--- src/rtl/bus_share_pkg.sv ---
package bus_share_pkg;
   function automatic int idx_width(input int n);
      return (n > 1) ? $clog2(n) : 1;
   endfunction
endpackage

--- src/rtl/bus_share_owner.sv ---
module bus_share_owner
   import bus_share_pkg::*;
#(
   parameter int NUM_REQ = 3,
   localparam int IDX_W  = idx_width(NUM_REQ)
) (
   input  logic               clk,
   input  logic               rst,
   input  logic [NUM_REQ-1:0] cyc_in,
   output logic [IDX_W-1:0]   grant_idx
);
   generate
      if (NUM_REQ == 1) begin : g_single
         assign grant_idx = '0;
      end else begin : g_multi
         logic [IDX_W-1:0] owner_q;
         logic [IDX_W-1:0] lowest_idx;
         logic             owner_busy;

         assign owner_busy = cyc_in[owner_q];

         always_comb begin
            lowest_idx = owner_q;
            for (int i = NUM_REQ - 1; i >= 0; i--) begin
               if (cyc_in[i]) lowest_idx = IDX_W'(i);
            end
         end

         assign grant_idx = owner_busy ? owner_q : lowest_idx;

         always_ff @(posedge clk) begin
            if (rst) owner_q <= '0;
            else     owner_q <= grant_idx;
         end
      end
   endgenerate
endmodule

--- src/rtl/bus_share_fwd.sv ---
module bus_share_fwd
   import bus_share_pkg::*;
#(
   parameter int NUM_REQ = 3,
   parameter int ADDR_W  = 32,
   parameter int DATA_W  = 32,
   localparam int SEL_W  = DATA_W / 8,
   localparam int IDX_W  = idx_width(NUM_REQ)
) (
   input  logic [IDX_W-1:0]          grant_idx,
   input  logic [NUM_REQ-1:0]        req_cyc,
   input  logic [NUM_REQ-1:0]        req_stb,
   input  logic [NUM_REQ-1:0]        req_we,
   input  logic [NUM_REQ*ADDR_W-1:0] req_adr,
   input  logic [NUM_REQ*DATA_W-1:0] req_wdat,
   input  logic [NUM_REQ*SEL_W-1:0]  req_sel,
   output logic                      slv_cyc,
   output logic                      slv_stb,
   output logic                      slv_we,
   output logic [ADDR_W-1:0]         slv_adr,
   output logic [DATA_W-1:0]         slv_wdat,
   output logic [SEL_W-1:0]          slv_sel
);
   assign slv_cyc  = req_cyc[grant_idx];
   assign slv_stb  = req_stb[grant_idx];
   assign slv_we   = req_we[grant_idx];
   assign slv_adr  = req_adr[grant_idx*ADDR_W +: ADDR_W];
   assign slv_wdat = req_wdat[grant_idx*DATA_W +: DATA_W];
   assign slv_sel  = req_sel[grant_idx*SEL_W +: SEL_W];
endmodule

--- src/rtl/bus_share_resp.sv ---
module bus_share_resp
   import bus_share_pkg::*;
#(
   parameter int NUM_REQ = 3,
   parameter int DATA_W  = 32,
   localparam int IDX_W  = idx_width(NUM_REQ)
) (
   input  logic [IDX_W-1:0]          grant_idx,
   input  logic                      slv_ack,
   input  logic [DATA_W-1:0]         slv_rdat,
   input  logic                      slv_stall,
   output logic [NUM_REQ-1:0]        req_ack,
   output logic [NUM_REQ*DATA_W-1:0] req_rdat,
   output logic [NUM_REQ-1:0]        req_stall
);
   for (genvar i = 0; i < NUM_REQ; i++) begin : g_lane
      logic is_owner;
      assign is_owner     = (grant_idx == IDX_W'(i));
      assign req_ack[i]   = is_owner & slv_ack;
      assign req_stall[i] = is_owner ? slv_stall : 1'b1;
      assign req_rdat[i*DATA_W +: DATA_W] = is_owner ? slv_rdat : '0;
   end
endmodule

--- src/rtl/bus_share_arbiter.sv ---
module bus_share_arbiter
   import bus_share_pkg::*;
#(
   parameter int NUM_REQ = 3,
   parameter int ADDR_W  = 32,
   parameter int DATA_W  = 32,
   localparam int SEL_W  = DATA_W / 8,
   localparam int IDX_W  = idx_width(NUM_REQ)
) (
   input  logic                      clk,
   input  logic                      rst,
   input  logic [NUM_REQ-1:0]        req_cyc,
   input  logic [NUM_REQ-1:0]        req_stb,
   input  logic [NUM_REQ-1:0]        req_we,
   input  logic [NUM_REQ*ADDR_W-1:0] req_adr,
   input  logic [NUM_REQ*DATA_W-1:0] req_wdat,
   input  logic [NUM_REQ*SEL_W-1:0]  req_sel,
   output logic [NUM_REQ-1:0]        req_ack,
   output logic [NUM_REQ*DATA_W-1:0] req_rdat,
   output logic [NUM_REQ-1:0]        req_stall,
   output logic                      slv_cyc,
   output logic                      slv_stb,
   output logic                      slv_we,
   output logic [ADDR_W-1:0]         slv_adr,
   output logic [DATA_W-1:0]         slv_wdat,
   output logic [SEL_W-1:0]          slv_sel,
   input  logic                      slv_ack,
   input  logic [DATA_W-1:0]         slv_rdat,
   input  logic                      slv_stall
);
   initial begin
      if (NUM_REQ < 1)     $error("NUM_REQ must be at least 1");
      if (ADDR_W < 1)      $error("ADDR_W must be at least 1");
      if (DATA_W % 8 != 0) $error("DATA_W must be a multiple of 8");
   end

   logic [IDX_W-1:0] grant_idx;

   bus_share_owner #(.NUM_REQ(NUM_REQ)) owner_i (
      .clk(clk), .rst(rst), .cyc_in(req_cyc), .grant_idx(grant_idx)
   );

   bus_share_fwd #(.NUM_REQ(NUM_REQ), .ADDR_W(ADDR_W), .DATA_W(DATA_W)) fwd_i (
      .grant_idx(grant_idx),
      .req_cyc(req_cyc), .req_stb(req_stb), .req_we(req_we),
      .req_adr(req_adr), .req_wdat(req_wdat), .req_sel(req_sel),
      .slv_cyc(slv_cyc), .slv_stb(slv_stb), .slv_we(slv_we),
      .slv_adr(slv_adr), .slv_wdat(slv_wdat), .slv_sel(slv_sel)
   );

   bus_share_resp #(.NUM_REQ(NUM_REQ), .DATA_W(DATA_W)) resp_i (
      .grant_idx(grant_idx),
      .slv_ack(slv_ack), .slv_rdat(slv_rdat), .slv_stall(slv_stall),
      .req_ack(req_ack), .req_rdat(req_rdat), .req_stall(req_stall)
   );
endmodule

--- config.mk ---
export PLATFORM = sky130hd
export DESIGN_NAME = bus_share_arbiter
export DESIGN_NICKNAME = d
export VERILOG_FILES = /design/src/rtl/bus_share_pkg.sv /design/src/rtl/bus_share_owner.sv /design/src/rtl/bus_share_fwd.sv /design/src/rtl/bus_share_resp.sv /design/src/rtl/bus_share_arbiter.sv
export SDC_FILE = /design/constraint.sdc
export NUM_CORES = 1
export LEC_CHECK = 0
export CAP_MARGIN = 10
export CORE_AREA = 2 2 164 166
export CTS_CLUSTER_SIZE = 25
export DETAILED_ROUTE_END_ITERATION = 12
export DIE_AREA = 0 0 166 168
export GPL_TIMING_DRIVEN = 0
export PLACE_DENSITY = 0.47
export SETUP_SLACK_MARGIN = 0.15
export SYNTH_ARGS = -nofsm -noshare
export SYNTH_HDL_FRONTEND = slang
export SYNTH_SLANG_ARGS = --single-unit
--- constraint.sdc ---
create_clock -name clk -period 2 [get_ports clk]
set_clock_uncertainty 0.15 [all_clocks]
set_input_delay 0.3 -clock clk [delete_from_list [all_inputs] [get_ports clk]]
set_output_delay 0.3 -clock clk [all_outputs]
set_load 0.01 [all_outputs]
# Yosys cells after proc, flatten, opt, wreduce, memory -nomap -nowiden
# Cells that the tools add are included.
word_totals:
  register_bits: 2
  word_cells: 30
  out_inout_bits: 173
op_classes:
  n_reduce_logical: 1
  magnitude_cmp: 2
  n_bitwise: 3
  eq_ne: 2
  shifts: 3
  n_mux: 18
ops:
  columns: ["operator", "count"]
  rows:
  - ["96-bit by 8-bit variable part select with 32-bit output", 2]
  - ["32-bit two-way mux", 3]
  - ["12-bit by 5-bit variable part select with 4-bit output", 1]
  - ["1-bit binary-select mux with 2-bit select", 4]
  - ["2-bit two-way mux", 4]
  - ["1-bit two-way mux", 7]
  - ["2-bit by 3-bit < comparator with 1-bit output (second input constant)", 2]
  - ["1-bit AND", 3]
  - ["2-bit by 1-bit == test with 1-bit output (second input constant)", 1]
  - ["2-bit == test (second input constant)", 1]
  - ["2-bit logical NOT", 1]

# Depth between registers and ports, before layout
# Gate-level depths: netlist (run 1).
logic_depth:
  word_depth: 6
  ltp_mapped: 7
  mapped_depth_nobuf: 4

# By module
# Synthesis (run 1) repeated with hierarchy kept, for this count alone.
hier_totals:
  hier_cells: 303
  hier_area_um2: 3124.2
modules_own_cells:
  columns: ["module", "seq_area_each_um2", "area_per_inst_um2", "n_inst", "cells_each"]
  rows:
  - ["bus_share_fwd", 0.0, 2047.0, 1, 167]
  - ["bus_share_resp", 0.0, 965.9, 1, 124]
  - ["bus_share_owner", 40.0, 111.4, 1, 12]

# Least setup slack after synthesis (run 1)
# Ideal clock, no wire load.
synth_path:
  path_kind: "reg-to-output"
  start: "register owner_i.g_multi.owner_q[1]"
  end: "output port req_stall[0]"
  path_slack_ps: 74
  arrival_time_ps: 1476
  path_stages_with_launch: 7
  path_buffers: 3
  t_required_ps: 1550
  path_cell_list: "dfxtp_1 -> clkbuf_1 -> or3_1 -> buf_2 -> a31oi_4 -> buf_6 -> or2_1"
synth_via:
  elab_chain_len: 6
  word_cells_on_any_way: 8
  classes_between: "mux (7); reduce/logical (1)"
synth_lines:
  columns: ["element", "line", "text"]
  rows:
  - ["from (decl)", "bus_share_owner.sv:16", "logic [IDX_W-1:0] owner_q;"]
  - ["from (signal assigned)", "bus_share_owner.sv:33", "else owner_q <= grant_idx;"]
  - ["2-bit two-way mux (3 in series)", "bus_share_owner.sv:25", "if (cyc_in[i]) lowest_idx = IDX_W'(i);"]
  - ["2-bit two-way mux *", "bus_share_owner.sv:29", "assign grant_idx = owner_busy ? owner_q : lowest_idx;"]
  - ["2-bit logical NOT *", "bus_share_resp.sv:18", "assign is_owner = (grant_idx == IDX_W'(i));"]
  - ["1-bit two-way mux *", "bus_share_resp.sv:20", "assign req_stall[i] = is_owner ? slv_stall : 1'b1;"]
  - ["to (decl)", "bus_share_arbiter.sv:20", "output logic [NUM_REQ-1:0] req_stall,"]
# Every way passes the cells marked *; elsewhere a longest branch is shown, timed or not. The select of a mux whose other input is x is not followed.

# Worst setup path in the final report (run 1)
layout_path:
  start: "register owner_i.g_multi.owner_q[0]"
  end: "output port slv_adr[22]"
layout_via:
  elab_chain_len: 5
  word_cells_on_any_way: 7
  classes_between: "shift (1); mux (6)"
layout_lines:
  columns: ["element", "line", "text"]
  rows:
  - ["2-bit two-way mux (3 in series)", "bus_share_owner.sv:25", null]
  - ["2-bit two-way mux *", "bus_share_owner.sv:29", null]
  - ["96-bit by 8-bit variable part select with 32-bit output *", "bus_share_fwd.sv:27", "assign slv_adr = req_adr[grant_idx*ADDR_W +: ADDR_W];"]
  - ["to (decl)", "bus_share_arbiter.sv:24", "output logic [ADDR_W-1:0] slv_adr,"]
# Marked as above.

==> results of run 1 <==
==> per-stage QoR <==
| step | instances | setup TNS [ns] | setup WS, ns | hold WS (ns) |
|---|---|---|---|---|
| floorplan | 482 | 0 | 0.113 | 0.214 |
| global placement | 1243 | -236.21 | -1.79 | 0.717 |
| detailed placement | 1243 | -233.09 | -1.79 | 0.727 |
| CTS | 1260 | -70.70 | -0.524 | 0.503 |
| global route | 1285 | -68.21 | -0.546 | 0.525 |
| finish | 1285 | -57.98 | -0.471 | 0.492 |
==> placed cells by master, fill, tap and decap left out, types with 6 or more instances in the layout <==
master | synthesis | routed
o2111ai_1 | 70 | 70
clkbuf_2 | 0 | 65
nand3_1 | 70 | 69
clkbuf_16 | 0 | 9
and2_1 | 33 | 27
and2_4 | 0 | 6
o211ai_1 | 70 | 70
a21boi_0 | 33 | 22
nor2b_1 | 35 | 32
nand2_1 | 72 | 69
clkdlybuf4s50_1 | 0 | 245
buf_8 | 0 | 9
buf_2 | 29 | 123
buf_12 | 0 | 10
buf_4 | 3 | 36
buf_6 | 1 | 27
==> worst max-delay path, cell delays in order (launching register included) <==
cell and delay (ns):
dfxtp_4 0.35, and2b_4 0.29, o22ai_4 0.08, buf_6 0.13, or2_1 0.21, buf_6 0.16
buf_4 0.19, o211ai_1 0.20, buf_2 0.18
==> what timing repair did <==
| item | CTS | global route |
|---|---|---|
| buffers inserted | 13 | 19 |
| resized for setup | 574 | 272 |
| gates cloned | 2 | 6 |
| pin swaps | 14 | 14 |
| endpoints found under the setup margin | 175 | 173 |
==> worst min path at each step <==
stage | to | depth (start not counted) | slack, ns | start
5_1_grt | owner_i.g_multi.owner_q[1]$_SDFF_PP0_ | 2 | 0.53 | rst
3_3_place_gp | owner_i.g_multi.owner_q[0]$_SDFF_PP0_ | 2 | 0.72 | rst
2_1_floorplan | owner_i.g_multi.owner_q[0]$_SDFF_PP0_ | 1 | 0.21 | rst
6_report | owner_i.g_multi.owner_q[1]$_SDFF_PP0_ | 2 | 0.49 | rst
3_5_place_dp | owner_i.g_multi.owner_q[0]$_SDFF_PP0_ | 2 | 0.73 | rst
4_1_cts | owner_i.g_multi.owner_q[0]$_SDFF_PP0_ | 2 | 0.50 | rst
==> routing by layer <==
| layer | global-route usage [%] | up-vias |
|---|---|---|
| met5 | 0 | - |
| met4 | 2.46 | 0 |
| met3 | 2.75 | 23 |
| met2 | 29.2 | 209 |
| met1 | 22.1 | 2677 |
| li1 | - | 2781 |
==> report_power, final <==
group	total, mW	switching (mW)	internal (mW)
sequential	0.0456	0.00277	0.0428
clock	0.303	0.0484	0.255
combinational	2.23	1.03	1.20
total	2.58	1.08	1.50
==> kinds of logic after synthesis <==
kind of cell / share of synthesized area, %
flip-flops: 1.35
AO/OA/AOI/OAI: 49.3
buffers and inverters: 11.6
adder cells (fa/ha/maj): 0.379
AND/OR/NAND/NOR: 37.4
==> layout make-up <==
type	count	area share, %
multi-input cells	403	35.0
clock buffers	3	0.953
repair buffers	460	49.9
plain buffers	74	8.01
inverters	2	0.0953
flip-flops and latches	2	0.572
well taps	341	5.42
==> results.yml, run 1 <==
run_status:
  outcome: "complete, but fails checks"
  violations: "setup timing"
finish:
  nFillCells: 2895
  stdcell_area_mm2: 0.00788
  regMostFlops: "owner_i.g_multi.owner_q"
  fin_util_pct: 29.9
  area_growth_pct: 165
  largest_reg_flops: 2
  multiInputGateArea_mm2: 0.00276
  ff_latch_area_um2: 45.0
  drive_above_1_share_pct: 34.0
  fin_nets: 1195
  largestRegisters: "owner_i.g_multi.owner_q x2"
  n_antenna_cell: 0
critical_path:
  startpoint: "owner_i.g_multi.owner_q[0]$_SDFF_PP0_"
  worstReg2RegEnd: "owner_i.g_multi.owner_q[0]$_SDFF_PP0_"
  r2r_slack_ns: 0.37
  reg2regPathDepth: 6
  critPathKind: "reg -> out"
  critical_path.endpoint: "slv_adr[22]"
  critPathCaptureType: "primary output"
  path_max_fanout: 10
  reg2reg_from: "owner_i.g_multi.owner_q[0]$_SDFF_PP0_"
  worstPathRequired_ns: 1.55
  worst_ep_arrival_time_ns: 2.02
  cp-start-kind: "flop"
synth:
  async_reset_ff_share_pct: 0
  ys_top_cells_by_area: "o2111ai_1, o211ai_1, nand3_1, nand2_1, a21boi_0"
  synth_area_per_cell_um2: 6.17
  synth_edf_count: 0
  synth_seq_area_share_pct: 1.35
  syn-num-nets: 731
  ys.flop_type: "dfxtp_1"
  synth_cell_types: 29
  yosysTopAreaCell: "o2111ai_1"
  synthCells: 482
  ys_top_cells_by_count: "nand2_1, nand3_1, o2111ai_1, o211ai_1, clkbuf_1"
  ys_warn_count: 0
  netlist_area_mm2: 0.00297
  yosysTopAreaCellShare_pct: 20.6
  yosysMostFrequentCell: "nand2_1"
  ys_ff_latch: 2
drt:
  wl_met1_um: 11400
  drc_errors: 0
  drtPass1Iterations: 4
  wirelength_um: 25500
  wl_per_cell_um: 19.9
  highest_layer: "met4"
  route.met2.wl_um: 12500
  vias: 5690
  drt-initial-drc-count: 207
  dr_wl_met3_um: 1290
  ant_nets: 0
  viasPerCell: 4.43
timing:
  worst_pin_slew_ns: 0.561
  max_freq_mhz: 405
  maxSlewHeadroom_pct: 62.6
  hold_viol_final: 0
  fin_ws_ns: -0.471
  drv_slew: 0
  rsz0062_at_grt: "true"
  fin_crit_ns: 2.47
  setup_viol: 171
  min_period_over_period_pct: 124
cts:
  clock-sinks: 2
  htree_levels: 1
  clk_path_buf_depth: 2
  cts.clk_slew.worst_paths_ns: 0.03
  cts_tree: "yes"
  clock_latency_ns: 0.22
  cts_hold_buf: 0
  cts_inserted_buffers: 3
  clockRootBuffer: "clkbuf_16"
floorplanning:
  die_area_mm2: 0.0279
  die_h_um: 168
  die_x_um: 166
  start_util_pct: 11.3
  core_region_area_mm2: 0.0264
  rows: 60
  io_pins: 422
grt:
  grt_antenna_before_repair: 0
  grt_pass1_vias: 5684
  grt_pass1_wl_um: 36800
  grt-ovfl-total: 0
  grt_max_degree: 11
  track_usage_pct: 16.8
power:
  finalPower_mw: 2.58
  ir_drop_uv: 179
  powerDensity_mw_per_mm2: 327
  power.leakage_nw: 3.30
place:
  place_hpwl_um: 19900
  gp_congestion: 0.819
  postPlaceCellArea_mm2: 0.00766
  numPortBuffers: 420
worst_hold_path:
  hold_path_class: "in -> reg"
run:
  drv_cap: 0
No activity file was read; power rests on OpenSTA's default activity.
==> inputs of run 2 (changes only) <==
- CORE_AREA: 2 2 164 166 -> 4 4 161 163
- DIE_AREA: 0 0 166 168 -> 0 0 165 167
- PLACE_DENSITY: 0.47 -> 0.5
==> results.yml, run 2 (synthesis gave the netlist of run 1 again) <==
drt:
  vias: 6017
  viasPerCell: 4.59
  drc_errors: 0
  drt-initial-drc-count: 290
  ant_nets: 0
  wirelength_um: 26800
  wl_per_cell_um: 20.4
  drtPass1Iterations: 4
cts:
  cts_tree: "yes"
  clock_latency_ns: 0.22
  clock-sinks: 2
  htree_levels: 1
  clockRootBuffer: "clkbuf_16"
  cts.clk_slew.worst_paths_ns: 0.03
  cts_inserted_buffers: 3
  cts_hold_buf: 0
  clk_path_buf_depth: 2
finish:
  drive_above_1_share_pct: 42.7
  regMostFlops: "owner_i.g_multi.owner_q"
  nFillCells: 2533
  layout_common_cells: "clkdlybuf4s50_1, buf_2, buf_6"
  fin_util_pct: 37.2
  stdcell_area_mm2: 0.00904
  largest_reg_flops: 2
  largestRegisters: "owner_i.g_multi.owner_q x2"
  area_growth_pct: 204
  layout_commonest_cell: "clkdlybuf4s50_1"
  final_cells: 1310
  fin_nets: 1236
timing:
  drv_slew: 0
  finalSetupTns_ns: -52.76
  hold_viol_final: 0
  min_period_over_period_pct: 123
  fin_ws_ns: -0.451
  maxSlewHeadroom_pct: 56.8
  rsz0062_at_grt: "true"
  worst_pin_slew_ns: 0.647
  fin_crit_ns: 2.45
  max_freq_mhz: 408
  setup_viol: 172
grt:
  grt_antenna_before_repair: 1
  grt-ovfl-total: 0
  track_usage_pct: 17.0
  grt_max_degree: 11
  grt_pass1_vias: 6075
  grt_pass1_wl_um: 36800
run:
  drv_cap: 0
critical_path:
  worstReg2RegEnd: "owner_i.g_multi.owner_q[0]$_SDFF_PP0_"
  critical_path.endpoint: "slv_wdat[8]"
  cp-start-kind: "flop"
  reg2regPathDepth: 5
  critPathKind: "reg -> out"
  critPathCaptureType: "primary output"
  reg2reg_from: "owner_i.g_multi.owner_q[0]$_SDFF_PP0_"
  path_max_fanout: 5
  r2r_slack_ns: 0.42
  startpoint: "owner_i.g_multi.owner_q[0]$_SDFF_PP0_"
  worst_ep_arrival_time_ns: 2.00
  worstPathRequired_ns: 1.55
run_status:
  violations: "setup timing"
  outcome: "complete, but fails checks"
place:
  gp_congestion: 0.798
  numPortBuffers: 420
  postPlaceCellArea_mm2: 0.00764
  place_hpwl_um: 20100
  place_inst: 1226
power:
  finalPower_mw: 2.87
  ir_drop_uv: 196
  power.leakage_nw: 3.88
  powerDensity_mw_per_mm2: 317
floorplanning:
  start_util_pct: 12.2
  die_x_um: 165
  rows: 57
  io_pins: 422
  die_h_um: 167
  core_region_area_mm2: 0.0243
  die_area_mm2: 0.0276
worst_hold_path:
  hold_path_class: "in -> reg"
## run 2: cell types whose count changed in the layout (fill, tap and decap cells not counted), sizes merged
cell / delta
buf: +69
clkbuf: -33
clkdlybuf4s15: +1
diode: +1
dlygate4sd2: +5
dlymetal6s2s: -1
## run 2: critical path, cell delays in order, from the launching register on
cell      delay (ns)
dfxtp_4         0.35
and2b_4         0.29
o22ai_4         0.09
or2_4           0.27
buf_12          0.16
buf_8           0.12
o211ai_1        0.29
buf_2           0.20
## run 2: power by group
part,leakage [nW],total [mW],switching (mW),internal (mW)
Clock,0.0370,0.304,0.0497,0.255
Sequential,0.0175,0.0460,0.00312,0.0429
Combinational,3.83,2.52,1.11,1.41
Total,3.88,2.87,1.16,1.71
## run 2: routing by layer
layer  global-route usage, %  up-vias  wire, µm
met5                       0        -         0
met4                    5.61        0       884
met3                    2.79       52      1670
met2                    29.2      261     12900
met1                    21.5     2829     11300
li1                        -     2875         -
## run 2: worst min-delay path by stage
stage | cells past startpoint | endpoint | start | slack, ns
2_1_floorplan | 1 | owner_i.g_multi.owner_q[0]$_SDFF_PP0_ | rst | 0.21
3_3_place_gp | 2 | owner_i.g_multi.owner_q[0]$_SDFF_PP0_ | rst | 0.71
3_5_place_dp | 2 | owner_i.g_multi.owner_q[0]$_SDFF_PP0_ | rst | 0.73
4_1_cts | 2 | owner_i.g_multi.owner_q[1]$_SDFF_PP0_ | rst | 0.49
5_1_grt | 2 | owner_i.g_multi.owner_q[0]$_SDFF_PP0_ | rst | 0.52
6_report | 2 | owner_i.g_multi.owner_q[1]$_SDFF_PP0_ | rst | 0.50
## run 2: what timing repair did
item	in CTS	in global routing
pin swaps	34	35
buffers inserted	31	33
endpoints found under the setup margin	175	173
gates cloned	7	11
resized for setup	700	372
## run 2: per-stage QoR
| step | hold slack (ns) | worst slack (ns) |
|---|---|---|
| 3_5_place_dp | 0.727 | -1.86 |
| 5_1_grt | 0.525 | -0.491 |
| 3_3_place_gp | 0.713 | -1.80 |
| 6_report | 0.505 | -0.451 |
| 4_1_cts | 0.494 | -0.475 |
| 2_1_floorplan | 0.214 | 0.113 |
## run 2: cell type report
cell class              instances  area (µm²)  share of cell area, %
clock buffers                   3        75.1                  0.831
repair buffers                502        4620                   51.1
plain buffers                  73         801                   8.86
flip-flops and latches          2        45.0                  0.498
diodes                          1        2.50                 0.0277
inverters                       2        7.51                 0.0831
multi-input cells             403        3080                   34.1
well taps                     324         405                   4.49
==> inputs of run 3 (changes only) <==
- CORE_AREA: 4 4 161 163 -> 4 4 162 164
- DIE_AREA: 0 0 165 167 -> 0 0 166 168
- SYNTH_HIERARCHICAL: not set -> 1
==> results.yml, run 3 <==
timing:
  hold_ws_ns: 0.339
  setup_viol: 173
  fin_ws_ns: -0.443
  rsz0062_at_grt: "true"
  drv_slew: 0
  hold_viol_final: 0
  min_period_over_period_pct: 122
  fin_crit_ns: 2.44
  maxSlewHeadroom_pct: 70.3
  worst_pin_slew_ns: 0.446
  max_freq_mhz: 409
power:
  ir_drop_uv: 179
  power.leakage_nw: 3.99
  powerDensity_mw_per_mm2: 350
  finalPower_mw: 3.36
finish:
  nFillCells: 2485
  area_growth_pct: 207
  layout_commonest_cell: "clkdlybuf4s50_1"
  fin_nets: 1045
  final_cells: 1124
  fin_util_pct: 38.5
  largest_reg_flops: 2
  n_antenna_cell: 0
  layout_common_cells: "clkdlybuf4s50_1, buf_2, and3b_1"
  largestRegisters: "owner_i/g_multi.owner_q x2"
  regMostFlops: "owner_i/g_multi.owner_q"
  drive_above_1_share_pct: 56.2
cts:
  cts_tree: "yes"
  clock_latency_ns: 0.22
  clockRootBuffer: "clkbuf_16"
  cts_inserted_buffers: 3
  clock-sinks: 2
  clk_path_buf_depth: 2
  cts.clk_slew.worst_paths_ns: 0.03
  cts_hold_buf: 0
  htree_levels: 1
drt:
  ant_nets: 0
  viasPerCell: 4.13
  drc_errors: 0
  vias: 4638
  drtPass1Iterations: 4
  wl_per_cell_um: 21.6
  drt-initial-drc-count: 79
  wirelength_um: 24300
critical_path:
  path_max_fanout: 5
  cp_cell_sequence: "nor2_4 -> o32ai_4 -> buf_6 -> buf_12 -> buf_12 -> buf_16 -> mux2i_4 -> o2bb2ai_4 -> buf_6"
  critPathTopFamily: "buffers and inverters"
  worstPathRequired_ns: 1.55
  critPathKind: "reg -> out"
  worst_ep_arrival_time_ns: 1.99
  cp_num_buf_inv: 5
  cp-start-kind: "flop"
  cpMaxStageDelayCell: "dfxtp_4"
  critPathCaptureType: "primary output"
  cpPeakStageDelay_ns: 0.36
synth:
  yosysTopAreaCellShare_pct: 33.6
  ys.flop_type: "dfxtp_1"
  synth_seq_area_share_pct: 1.28
  syn-num-nets: 552
  ys_warn_count: 6
  synth_edf_count: 0
  ys_top_cells_by_area: "o2bb2ai_2, mux2i_1, and3b_1, nor3b_1, buf_12"
  ys_top_cells_by_count: "mux2i_1, o2bb2ai_2, and3b_1"
  synthCells: 303
  yosysMostFrequentCell: "mux2i_1"
  synth_cell_types: 23
  ys_ff_latch: 2
  async_reset_ff_share_pct: 0
  yosysTopAreaCell: "o2bb2ai_2"
  synth_area_per_cell_um2: 10.3
  netlist_area_mm2: 0.00312
grt:
  grt_max_degree: 11
  grt_pass1_wl_um: 33100
  track_usage_pct: 15.2
  grt-ovfl-total: 0
  grt_antenna_before_repair: 0
  grt_pass1_vias: 4846
floorplanning:
  start_util_pct: 12.6
  core_region_area_mm2: 0.0249
  die_area_mm2: 0.0279
  die_x_um: 166
  die_h_um: 168
  io_pins: 422
  rows: 58
place:
  numPortBuffers: 421
  gp_congestion: 0.815
  place_hpwl_um: 18700
  place_inst: 1054
  dp_slack_ns: -1.46
run_status:
  violations: "setup timing"
  outcome: "complete, but fails checks"
run:
  drv_cap: 0
worst_hold_path:
  hold_path_class: "in -> reg"
## run 3: changes by cell type in the layout (fill, tap and decap cells not counted), moves of 36 or more
cell / previous run / this run
o211ai_1: 70 / 0
mux2i_4: 0 / 36
and3b_1: 0 / 66
o2bb2ai_2: 0 / 50
nand2_1: 61 / 0
o2111ai_1: 65 / 0
nand3_1: 57 / 0
## run 3: layout make-up
type	instances	area (µm²)	share of cell area, %
Timing Repair Buffer	488	4660	48.6
Multi-Input combinational cell	255	3670	38.3
Buffer	46	718	7.49
Tap cell	330	413	4.31
Clock buffer	3	75.1	0.783
Sequential cell	2	45.0	0.470
## run 3: where the power goes
| group | total [mW] | leakage (nW) | internal (mW) | switching (mW) |
|---|---|---|---|---|
| Clock | 0.298 | 0.0370 | 0.254 | 0.0438 |
| Sequential | 0.0455 | 0.0175 | 0.0422 | 0.00335 |
| Combinational | 3.02 | 3.94 | 1.76 | 1.25 |
| Total | 3.36 | 3.99 | 2.06 | 1.30 |
## run 3: path summary, 6_finish.rpt
path,startpoint,end,slack (ns),cells past startpoint
hold / removal,req_cyc[1],owner_i/g_multi.owner_q[0]$_SDFF_PP0_,0.34,3
setup / recovery,owner_i/g_multi.owner_q[1]$_SDFF_PP0_,slv_wdat[21],-0.44,9
setup reg to reg,owner_i/g_multi.owner_q[1]$_SDFF_PP0_,owner_i/g_multi.owner_q[1]$_SDFF_PP0_,0.53,6
hold reg to reg,owner_i/g_multi.owner_q[0]$_SDFF_PP0_,owner_i/g_multi.owner_q[0]$_SDFF_PP0_,0.49,2
## run 3: stage by stage
step	setup TNS, ns	area, µm²
after floorplan	0	3130
after global placement	-180.94	7760
after detailed placement	-181.01	7760
after CTS	-63.34	8380
after global routing	-60.70	9580
final	-51.18	9580
## run 3: cell families (layout without fill, tap and decap cells)
group,Yosys count,in the layout,synth area share (%)
muxes,71,71,22.7
and+or+nand+nor,111,111,29.2
DFF,2,2,1.28
buffers and inverters,46,537,12.1
AOI/OAI and AO/OA,73,73,34.6
## run 3: layer usage
layer / GRT usage (%) / routed length [µm]
met5: 0 / 0
met4: 0.717 / 138
met3: 4.27 / 1730
met2: 27.6 / 12700
met1: 19.0 / 9800
## run 3: timing repair
action                     in CTS  in global routing
cloned                          6                 15
buffers inserted               21                 25
pin swaps                       4                 42
setup endpoints to repair     173                173
resized for setup             608                412
hold endpoints to repair        0                  0
## run 3: worst min-delay path, delay by kind of cell
kind            cells  cell delay, ns
buf+inv             1            0.11
simple gates        1            0.14
compound gates      1            0.11
